<file path="src/rtl/exch_pkg.sv">
package exch_pkg;

    typedef struct packed {
        logic bank_even;
        logic to_mem;
        logic up_n;
        logic lo_n;
    } exch_ctrl_t;

    typedef struct packed {
        logic [1:0] x;
        logic [1:0] y;
        logic [1:0] z;
    } exch_oe_t;

endpackage

</file>
<file path="src/rtl/exch_stage.sv">
module exch_stage #(
    parameter int DATA_W = 16
) (
    input  logic              clk,
    input  logic              rst_n,
    input  logic              cap,
    input  logic [DATA_W-1:0] din,
    output logic [DATA_W-1:0] dout
);
    typedef struct packed {
        logic [DATA_W-1:0] held;
    } stage_t;

    stage_t st_d, st_q;

    always_comb begin
        st_d = st_q;
        if (cap) begin
            st_d.held = din;
        end
    end

    always_ff @(posedge clk or negedge rst_n) begin
        if (!rst_n) begin
            st_q <= '0;
        end else begin
            st_q <= st_d;
        end
    end

    // Transparent while open, held value once closed.
    assign dout = cap ? din : st_q.held;
endmodule

</file>
<file path="src/rtl/exch_oe_decode.sv">
module exch_oe_decode
    import exch_pkg::*;
(
    input  exch_ctrl_t ctrl,
    output exch_oe_t   oe
);
    logic [1:0] lane_on;

    always_comb begin
        lane_on = {~ctrl.up_n, ~ctrl.lo_n};
        oe.x    = lane_on & {2{~ctrl.to_mem}};
        oe.y    = lane_on & {2{ctrl.to_mem & ctrl.bank_even}};
        oe.z    = lane_on & {2{ctrl.to_mem & ~ctrl.bank_even}};
    end
endmodule

</file>
<file path="src/rtl/bus_exchanger.sv">
module bus_exchanger
    import exch_pkg::*;
#(
    parameter int DATA_W = 16
) (
    input  logic              clk,
    input  logic              rst_n,
    input  logic              bank_even,
    input  logic              to_mem,
    input  logic              up_n,
    input  logic              lo_n,
    input  logic              cap_wr_y,
    input  logic              cap_wr_z,
    input  logic              cap_rd_y,
    input  logic              cap_rd_z,
    input  logic [DATA_W-1:0] x_in,
    input  logic [DATA_W-1:0] y_in,
    input  logic [DATA_W-1:0] z_in,
    output logic [DATA_W-1:0] x_out,
    output logic [1:0]        x_oe,
    output logic [DATA_W-1:0] y_out,
    output logic [1:0]        y_oe,
    output logic [DATA_W-1:0] z_out,
    output logic [1:0]        z_oe
);
    localparam int NSTAGE = 4;
    localparam int SRC_XY = 0;
    localparam int SRC_XZ = 1;
    localparam int SRC_YX = 2;
    localparam int SRC_ZX = 3;

    logic [NSTAGE-1:0]             cap_vec;
    logic [NSTAGE-1:0][DATA_W-1:0] din_vec;
    logic [NSTAGE-1:0][DATA_W-1:0] dout_vec;
    exch_ctrl_t                    ctrl;
    exch_oe_t                      oe;

    assign cap_vec[SRC_XY] = cap_wr_y;
    assign cap_vec[SRC_XZ] = cap_wr_z;
    assign cap_vec[SRC_YX] = cap_rd_y;
    assign cap_vec[SRC_ZX] = cap_rd_z;
    assign din_vec[SRC_XY] = x_in;
    assign din_vec[SRC_XZ] = x_in;
    assign din_vec[SRC_YX] = y_in;
    assign din_vec[SRC_ZX] = z_in;

    for (genvar g = 0; g < NSTAGE; g++) begin : g_stage
        exch_stage #(.DATA_W(DATA_W)) u_stage (
            .clk  (clk),
            .rst_n(rst_n),
            .cap  (cap_vec[g]),
            .din  (din_vec[g]),
            .dout (dout_vec[g])
        );
    end

    assign ctrl = '{bank_even: bank_even, to_mem: to_mem, up_n: up_n, lo_n: lo_n};

    exch_oe_decode u_dec (
        .ctrl(ctrl),
        .oe  (oe)
    );

    assign y_out = dout_vec[SRC_XY];
    assign z_out = dout_vec[SRC_XZ];
    assign x_out = bank_even ? dout_vec[SRC_YX] : dout_vec[SRC_ZX];
    assign x_oe  = oe.x;
    assign y_oe  = oe.y;
    assign z_oe  = oe.z;
endmodule

</file>
<file path="config.mk">
export PLATFORM = sky130hd
export DESIGN_NAME = bus_exchanger
export DESIGN_NICKNAME = d
export VERILOG_FILES = /design/src/rtl/exch_pkg.sv /design/src/rtl/exch_stage.sv /design/src/rtl/exch_oe_decode.sv /design/src/rtl/bus_exchanger.sv
export SDC_FILE = /design/constraint.sdc
export NUM_CORES = 1
export LEC_CHECK = 0
export BUFFER_PORTS_ARGS = -buffer_cell sky130_fd_sc_hd__buf_2
export CAP_MARGIN = 20
export CORE_ASPECT_RATIO = 1.75
export CORE_MARGIN = 2
export CORE_UTILIZATION = 52
export DETAILED_ROUTE_END_ITERATION = 7
export PLACE_DENSITY_LB_ADDON = 0.1
export SYNTH_ARGS = -nofsm -noshare
export SYNTH_HDL_FRONTEND = slang
export SYNTH_HIERARCHICAL = 1
export SYNTH_SLANG_ARGS = --single-unit
</file>
<file path="constraint.sdc">
create_clock -name clk -period 2.37 [get_ports clk]
set_input_delay 0.237 -clock clk [delete_from_list [all_inputs] [get_ports clk]]
set_output_delay 0.237 -clock clk [all_outputs]
set_load 0.01 [all_outputs]
</file>
Yosys cells after proc, flatten, opt, wreduce, memory -nomap -nowiden

Cells that the tools add are included.

Mux-type cells: 5
Bitwise gates (word level): 9

Operators by type and width:

| operator           | number |
|---|---|
| two-way mux 16 bit | 5 |
| bitwise AND 2 bit  | 3 |
| NOT 1 bit          | 4 |
| bitwise AND 1 bit  | 2 |

Flip-flop bits (word level): 64
Output and inout bits: 54

Longest topological paths before layout

Gate-level depths: netlist of the first run.

Word-level depth: 3
Gate-level depth with buffers: 4
Depth with buffers taken out: 2

Cells and area by module

Netlist of the first run, hierarchy kept.

Modules (own cells, without submodules):

| module         | times used | cells each | area each (µm²) |
|---|---|---|---|
| exch_stage     | 4          | 34         | 649.4 |
| bus_exchanger  | 1          | 18         | 249.0 |
| exch_oe_decode | 1          | 6          | 50.0 |

Worst setup path before layout of the first run

No wires, ideal clock.

Kind: input port to output port
Start: input port cap_rd_y
End: output port x_out[3]
Data arrival time: 1071 ps
Required time: 2133 ps
Path slack: 1062 ps
Cell stages on the path: 4
Cell sequence: buf_6 -> buf_12 -> mux2_4 -> mux2_2

RTL lines:

| element     | RTL line            | source |
|---|---|---|
| from (decl) | bus_exchanger.sv:14 | `input logic cap_rd_y,` |
| to (decl)   | bus_exchanger.sv:19 | `output logic [DATA_W-1:0] x_out,` |

==> results of run 1 <==
logic make-up (layout without fill, tap and decap cells):
family,count (synthesis),after routing,synth area share
muxes,80,80,0.376
DFF,64,64,0.553
buffers and inverters,10,129,0.0540
and+or+nand+nor,6,6,0.0173
layer usage:
| metal | up-vias | part of all wire | GRT usage |
|---|---|---|---|
| met5 | - | 0 | 0 |
| met4 | 0 | 0.014 | 0.0953 |
| met3 | 7 | 0.071 | 0.0565 |
| met2 | 71 | 0.51 | 0.287 |
| met1 | 840 | 0.41 | 0.229 |
| li1 | 787 | - | - |
layout make-up:
cell class | count | area (µm²) | area share
clock buffers | 13 | 159 | 0.0441
clock inverters | 3 | 40.0 | 0.0111
multi-input cells | 86 | 1140 | 0.316
flip-flops and latches | 64 | 1600 | 0.444
well taps | 76 | 95.1 | 0.0264
repair buffers | 113 | 571 | 0.158
cell usage in the layout (no fill, tap or decap):
cell,count
nor2_1,2
clkbuf_1,2
clkbuf_8,11
dfrtp_1,64
mux2_4,50
and3b_1,2
mux2_2,30
bufinv_16,1
buf_4,2
buf_2,111
clkinv_2,2
nor3b_2,2
worst paths after layout:
check | to | depth (start not counted)
min in group clk | g_stage[3].u_stage/st_q[3]$_DFF_PN0_ | 2
min reg2reg | g_stage[0].u_stage/st_q[0]$_DFF_PN0_ | 1
max reg2reg | g_stage[3].u_stage/st_q[1]$_DFF_PN0_ | 1
max | x_out[13] | 4
max in group asynchronous | g_stage[0].u_stage/st_q[8]$_DFF_PN0_ | 2
min | g_stage[2].u_stage/st_q[8]$_DFF_PN0_ | 1
per-stage QoR:
stage / total power [µW] / worst slack, ns
2_1_floorplan: 1580 / 1.06
3_3_place_gp: 1750 / 0.665
3_5_place_dp: 1760 / 0.651
4_1_cts: 2700 / 0.651
5_1_grt: 2790 / 0.616
6_report: 2660 / 0.653
power by group through the flow:
stage | Sequential (µW) | Combinational [µW] | Clock (µW)
3_3_place_gp | 1240 | 502 | 0
2_1_floorplan | 1240 | 340 | 0
6_report | 1230 | 502 | 931
4_1_cts | 1230 | 510 | 961
5_1_grt | 1240 | 548 | 1000
3_5_place_dp | 1250 | 506 | 0
==> impl_metrics.yaml, run 1 <==
pwr:
  share_comb_of_total_power: 0.189
  vdd_drop_max_v: 0.000449
  p_per_area_mw_per_mm2: 738
  pwr-share-seq: 0.462
  swShare: 0.240
  internal_power_uw: 2020
  clkPwrFrac: 0.350
  power.switching_uw: 639
  p_leak_uw: 0.00186
setup_path:
  path_cells: "buf_2 > mux2_2 > mux2_2 > buf_2"
  r2r-start: "g_stage[3].u_stage/st_q[1]$_DFF_PN0_"
  cp_top_family: "multiplexers"
  critPathKind: "input pin to output port"
  critical-path-slowest-cell: "buf_2"
  arrival_ns: 1.48
  end_kind: "output port"
  critPathMaxFanout: 16
  start_kind: "input pin"
  critPathBufInv: 2
  critPathRequiredTime_ns: 2.13
  crit_start: "cap_rd_y"
  critical_path.max_stage_delay_ns: 0.42
  r2r_slack_ns: 1.60
placement:
  place_area_mm2: 0.00341
  gp_congestion: 0.740
  io_buffer_count: 111
  dp_cells: 339
  dp_hpwl_um: 3850
logic_synthesis:
  syn_area_mm2: 0.00290
  synth_top_area_cell: "dfrtp_1"
  yosysUniqueCellTypes: 8
  yosys_warnings: 6
  synth-seq-cells: 64
  yosys-top-cells-area: "dfrtp_1, mux2_4, mux2_2"
  async_reset_ff_frac: 1.00
  synth_fp_nets: 218
  synthCells: 160
  synth.top_cell.area_share: 0.553
  synth_edf_count: 0
  synth_flop_cell: "dfrtp_1"
  avgSynthCellArea_um2: 18.1
  synth_most_common_cell: "dfrtp_1"
  seq_area_frac_synth: 0.553
  ys_top_cells_by_count: "dfrtp_1, mux2_4, mux2_2"
cts:
  cts-root-buf: "clkbuf_8"
  cts_repair_resize_count: 0
  cts_tree: "built"
  ctsHoldBuffers: 0
  cts_made_buffers: 9
  postCtsSetupBuffers: 0
  clock_tree.buffer_depth: 2
  clkTransAtPathRegs_ns: 0.07
  h-tree-depth: 3
  clk_latency_ns: 0.33
  cts.sinks: 64
detailed_routing:
  drtPass1Iterations: 4
  wl_per_cell_um: 15.3
  drt_iter0_drc: 17
  drc_errors: 0
  num_vias: 1705
  drt-total-wl_um: 5430
  ant_nets: 0
  viasPerCell: 4.80
sta:
  layout_min_cycle_time_ns: 1.72
  clock.fmax_ghz: 0.582
  slew_viol_final: 0
  fin_hold_ws_ns: -0.0177
  hold_viol_final: 24
  fin_setup_tns_ns: 0
  fin_crit_sh: 0.724
  max_slew_margin: 0.470
  tightest_slew_ns: 0.795
  skew_ns: 0
  finalSetupViolCount: 0
  rsz0062_at_grt: "false"
final_layout:
  final_nets: 332
  drive_above_1_share: 0.749
  area_growth_pct: 24.4
  fin_util: 0.656
  fin_cells: 355
  regMostFlops: "g_stage.u_stage/st_q"
  fin_area_mm2: 0.00360
  reg_top3: "g_stage.u_stage/st_q: 64 flops"
  fillCellCount: 458
  n_antenna_cell: 0
  largest_reg_flops: 64
global_route:
  grt.overflow.total: 0
  grt_max_degree: 37
  grt_pass1_vias: 1702
  grt_pass1_wl_um: 8130
  grt_usage: 0.184
  antenna_found_initial: 0
min_path:
  min_path_type: "input pin to async pin"
floorplan:
  fp.dieH_um: 103
  design.die.area_mm2: 0.00621
  chipWidth_um: 60.4
  initial_core_util: 0.527
  core_mm2: 0.00550
  ios: 112
  num_rows: 36
run:
  cap_violations: 0
outcome:
  violations: "hold timing"
  status: "finished with violations"
Note: power is estimated with default switching activity, not from simulation.
==> run 2, diff against run 1 <==
- CORE_UTILIZATION: 52 -> 49
- clock period: 2.37 -> 1.8 ns (I/O delays scaled with it)
==> run 2 against run 1 <==
The flow now finishes without violations. Core utilization is 1.3 points lower. Die area up 5.8%. Register-to-register slack lost 0.56 ns.
==> impl_metrics.yaml, run 2 (same netlist as run 1, synthesis figures left out) <==
final_layout:
  final_nets: 336
  largest_reg_flops: 64
  regMostFlops: "g_stage.u_stage/st_q"
  area_growth_pct: 28.5
  n_antenna_cell: 0
  final_common_cell: "buf_2"
  drive_above_1_share: 0.756
  reg_top3: "g_stage.u_stage/st_q: 64 flops"
  fin_cells: 361
  layout_common_cells: "buf_2, dfrtp_1, mux2_4"
pwr:
  internal_power_uw: 2880
  swShare: 0.233
  vdd_drop_max_v: 0.000655
  p_per_area_mw_per_mm2: 1010
  clkPwrFrac: 0.390
  share_comb_of_total_power: 0.180
  p_leak_uw: 0.00191
  pwr-share-seq: 0.430
  power.switching_uw: 875
floorplan:
  fp.dieH_um: 106
  initial_core_util: 0.501
  chipWidth_um: 62.1
  ios: 112
  num_rows: 37
  design.die.area_mm2: 0.00657
  core_mm2: 0.00579
detailed_routing:
  num_vias: 1723
  viasPerCell: 4.77
  ant_nets: 0
  drtPass1Iterations: 3
  drc_errors: 0
  drt-total-wl_um: 5370
  drt_iter0_drc: 55
  wl_per_cell_um: 14.9
placement:
  dp_cells: 344
  dp_hpwl_um: 3750
  io_buffer_count: 111
  gp_congestion: 0.749
sta:
  slew_viol_final: 0
  tightest_slew_ns: 0.490
  max_slew_margin: 0.673
  fin_crit_sh: 0.866
  skew_ns: 0
  rsz0062_at_grt: "false"
  hold_viol_final: 0
  clock.fmax_ghz: 0.642
  layout_min_cycle_time_ns: 1.56
  finalSetupViolCount: 0
  fin_setup_tns_ns: 0
outcome:
  status: "finished clean"
global_route:
  grt.overflow.total: 0
  grt_max_degree: 65
  antenna_found_initial: 0
  grt_usage: 0.173
  grt_pass1_vias: 1848
  grt_pass1_wl_um: 8740
setup_path:
  r2r_slack_ns: 1.04
  crit_start: "g_stage[2].u_stage/st_q[15]$_DFF_PN0_"
  critPathMaxFanout: 2
  r2r.worst_path.cells: 1
  crit_end: "x_out[15]"
  end_kind: "output port"
  reg2reg_to: "g_stage[1].u_stage/st_q[5]$_DFF_PN0_"
  critPathKind: "flip-flop to output port"
  critPathRequiredTime_ns: 1.62
  arrival_ns: 1.38
  start_kind: "flip-flop"
  r2r-start: "g_stage[1].u_stage/st_q[5]$_DFF_PN0_"
cts:
  cts_tree: "built"
  clkTransAtPathRegs_ns: 0.07
  cts-root-buf: "clkbuf_8"
  postCtsSetupBuffers: 0
  cts_made_buffers: 9
  clk_latency_ns: 0.32
  clock_tree.buffer_depth: 2
  cts.sinks: 64
  h-tree-depth: 3
min_path:
  min_path_type: "input pin to flip-flop"
run:
  cap_violations: 0
==> run 2: changes by cell type in the layout (fill, tap and decap cells not counted) <==
cell	delta
buf_12	+3
bufinv_16	+2
clkbuf_1	-2
clkbuf_8	-2
clkinv_4	+2
clkinv_2	-1
clkinvlp_4	+1
dlygate4sd3_1	+1
==> run 2: worst max-delay path, stage by stage, from the launching register on <==
cell and delay (ns):
dfrtp_1 0.37, mux2_2 0.27, mux2_2 0.27, buf_2 0.14
==> run 2: timing repair <==
item | 4_1_cts | 5_1_grt
resized for setup | 0 | 0
endpoints found under the hold margin | 64 | 0
hold buffers | 1 | 0
==> run 2: power groups by stage <==
stage | Sequential [µW] | Combinational [µW] | Clock [µW]
CTS | 1620 | 692 | 1510
finish | 1620 | 677 | 1470
global route | 1630 | 736 | 1580
floorplan | 1630 | 448 | 0
global placement | 1640 | 680 | 0
detailed placement | 1640 | 684 | 0
==> run 2: final cells by class <==
| type | count | area (µm²) |
|---|---|---|
| tap | 78 | 97.6 |
| sequential | 64 | 1600 |
| fill | 483 | 2060 |
| clock inverter | 7 | 120 |
| multi-input combinational | 86 | 1140 |
| timing repair buffer | 117 | 641 |
| clock buffer | 9 | 124 |
==> run 2: stage by stage <==
step	area, µm²	utilization	setup WS, ns	total power, µW	hold slack (ns)
global placement	3470	0.599	0.392	2320	0.220
floorplan	2900	-	0.606	2080	-0.116
finish	3720	0.643	0.242	3760	0.0931
detailed placement	3470	0.599	0.389	2330	0.220
CTS	3720	0.643	0.214	3820	0.0696
global route	3720	0.643	0.166	3940	0.0663
==> run 2: per-layer routing <==
layer	vias up	global-route usage	part of all wire	wire (µm)
li1	796	-	-	-
met1	857	0.208	0.40	2150
met2	64	0.280	0.52	2810
met3	6	0.0630	0.063	340
met4	0	0.0762	0.014	74
met5	-	0	0	0
==> run 2: worst min-delay path by stage <==
stage	from	to	slack, ns	cells past startpoint
floorplan	rst_n	g_stage[0].u_stage/st_q[0]$_DFF_PN0_	-0.12	0
global placement	rst_n	g_stage[3].u_stage/st_q[12]$_DFF_PN0_	0.22	2
CTS	y_in[12]	g_stage[2].u_stage/st_q[12]$_DFF_PN0_	0.07	2
global route	y_in[8]	g_stage[2].u_stage/st_q[8]$_DFF_PN0_	0.07	2
detailed placement	rst_n	g_stage[3].u_stage/st_q[12]$_DFF_PN0_	0.22	2
finish	z_in[3]	g_stage[3].u_stage/st_q[3]$_DFF_PN0_	0.09	2
==> run 3, diff against run 2 <==
- MAX_ROUTING_LAYER: unset -> met4
==> run 3 against run 2 <==
Non-clock buffer count did not move. Fmax barely moved. Wire length barely moved. Largest cell class unchanged.
==> impl_metrics.yaml, run 3 (same netlist as run 1, synthesis figures left out) <==
min_path:
  whs_path_depth: 2
  min_path_type: "input pin to flip-flop"
  hp-start: "z_in[3]"
  min_to: "g_stage[3].u_stage/st_q[3]$_DFF_PN0_"
sta:
  rsz0062_at_grt: "false"
  fin_crit_sh: 0.866
  skew_ns: 0
  clock.fmax_ghz: 0.642
  slew_viol_final: 0
  fin_setup_tns_ns: 0
  finalSetupViolCount: 0
  hold_viol_final: 0
  setup_slack_ns: 0.242
  tightest_slew_ns: 0.487
  fin_hold_ws_ns: 0.0931
  layout_min_cycle_time_ns: 1.56
  max_slew_margin: 0.675
final_layout:
  reg_top3: "g_stage.u_stage/st_q: 64 flops"
  drive_above_1_share: 0.756
  layout_common_cells: "buf_2, dfrtp_1, mux2_4"
  largest_reg_flops: 64
  final_common_cell: "buf_2"
  fillCellCount: 483
  regMostFlops: "g_stage.u_stage/st_q"
  area_growth_pct: 28.5
  multi_input_area_mm2: 0.00114
  final_nets: 336
  n_antenna_cell: 0
  fin_util: 0.643
  seq_area_mm2: 0.00160
floorplan:
  core_mm2: 0.00579
  ios: 112
  initial_core_util: 0.501
  chipWidth_um: 62.1
  design.die.area_mm2: 0.00657
  num_rows: 37
  fp.dieH_um: 106
detailed_routing:
  viasPerCell: 4.75
  num_vias: 1716
  drt-total-wl_um: 5370
  drtPass1Iterations: 3
  drc_errors: 0
  ant_nets: 0
  wl_per_cell_um: 14.9
  drt_iter0_drc: 68
setup_path:
  start_kind: "flip-flop"
  arrival_ns: 1.38
  r2r.worst_path.cells: 1
  reg2reg_to: "g_stage[1].u_stage/st_q[5]$_DFF_PN0_"
  r2r_slack_ns: 1.04
  critPathRequiredTime_ns: 1.62
  critPathMaxFanout: 2
  critPathKind: "flip-flop to output port"
  end_kind: "output port"
  r2r-start: "g_stage[1].u_stage/st_q[5]$_DFF_PN0_"
pwr:
  p_per_area_mw_per_mm2: 1010
  internal_power_uw: 2880
  p_leak_uw: 0.00191
  clkPwrFrac: 0.390
  power_uw: 3760
  swShare: 0.233
  pwr-share-seq: 0.430
  vdd_drop_max_v: 0.000655
  power.switching_uw: 874
  share_comb_of_total_power: 0.180
placement:
  io_buffer_count: 111
  gp_congestion: 0.758
  dp_hpwl_um: 3750
  pre_cts_slack_ns: 0.389
global_route:
  grt_pass1_wl_um: 8760
  grt_usage: 0.178
  grt_max_degree: 65
  antenna_found_initial: 0
  grt_pass1_vias: 1843
  grt.overflow.total: 0
cts:
  cts-root-buf: "clkbuf_8"
  cts_made_buffers: 9
  postCtsSetupBuffers: 0
  clock_tree.buffer_depth: 2
  cts.sinks: 64
  clk_latency_ns: 0.32
  cts_tree: "built"
  h-tree-depth: 3
  clkTransAtPathRegs_ns: 0.07
run:
  cap_violations: 0
outcome:
  status: "finished clean"
## run 3: cell counts in the layout (fill, tap and decap cells not counted)
Identical to the previous run, type by type.
## run 3: metal layers
layer,share of wire,routed length [µm],global-route usage,vias up
met2,0.52,2800,0.278,64
met4,0.014,73,0.0762,0
met1,0.41,2180,0.212,850
li1,-,-,-,796
met3,0.058,313,0.0587,6
met5,0,0,-,-
## run 3: area by class of cell
cell class,count,share of cell area
flip-flops and latches,64,0.430
multi-input cells,86,0.306
repair buffers,117,0.172
clock buffers,9,0.0333
clock inverters,7,0.0323
well taps,78,0.0262
## run 3: worst max path at each step
stage	startpoint	endpoint	cells past startpoint
final	g_stage[2].u_stage/st_q[15]$_DFF_PN0_	x_out[15]	3
after CTS	g_stage[2].u_stage/st_q[15]$_DFF_PN0_	x_out[15]	3
after floorplan	cap_rd_y	x_out[3]	4
after global placement	cap_rd_z	x_out[2]	5
after global routing	g_stage[2].u_stage/st_q[15]$_DFF_PN0_	x_out[15]	3
after detailed placement	cap_rd_z	x_out[2]	5
## run 3: power groups by stage
stage	combinational, µW	sequential (µW)	clock [µW]
after global routing	736	1630	1580
final	677	1620	1470
after global placement	680	1640	0
after CTS	692	1620	1510
after floorplan	448	1630	0
after detailed placement	684	1640	0
## run 3: stage by stage
step,instances,instance area [µm²]
final,361,3720
after global placement,344,3470
after detailed placement,344,3470
after CTS,361,3720
after global routing,361,3720
after floorplan,160,2900
## run 3: timing repair
action,CTS,global route
gates resized for setup,0,0
hold buffers,1,0
endpoints found under the hold margin,64,0
## run 3: critical path, cell delays in order (launching register included)
cell,delay (ns)
dfrtp_1,0.37
mux2_2,0.27
mux2_2,0.27
buf_2,0.14
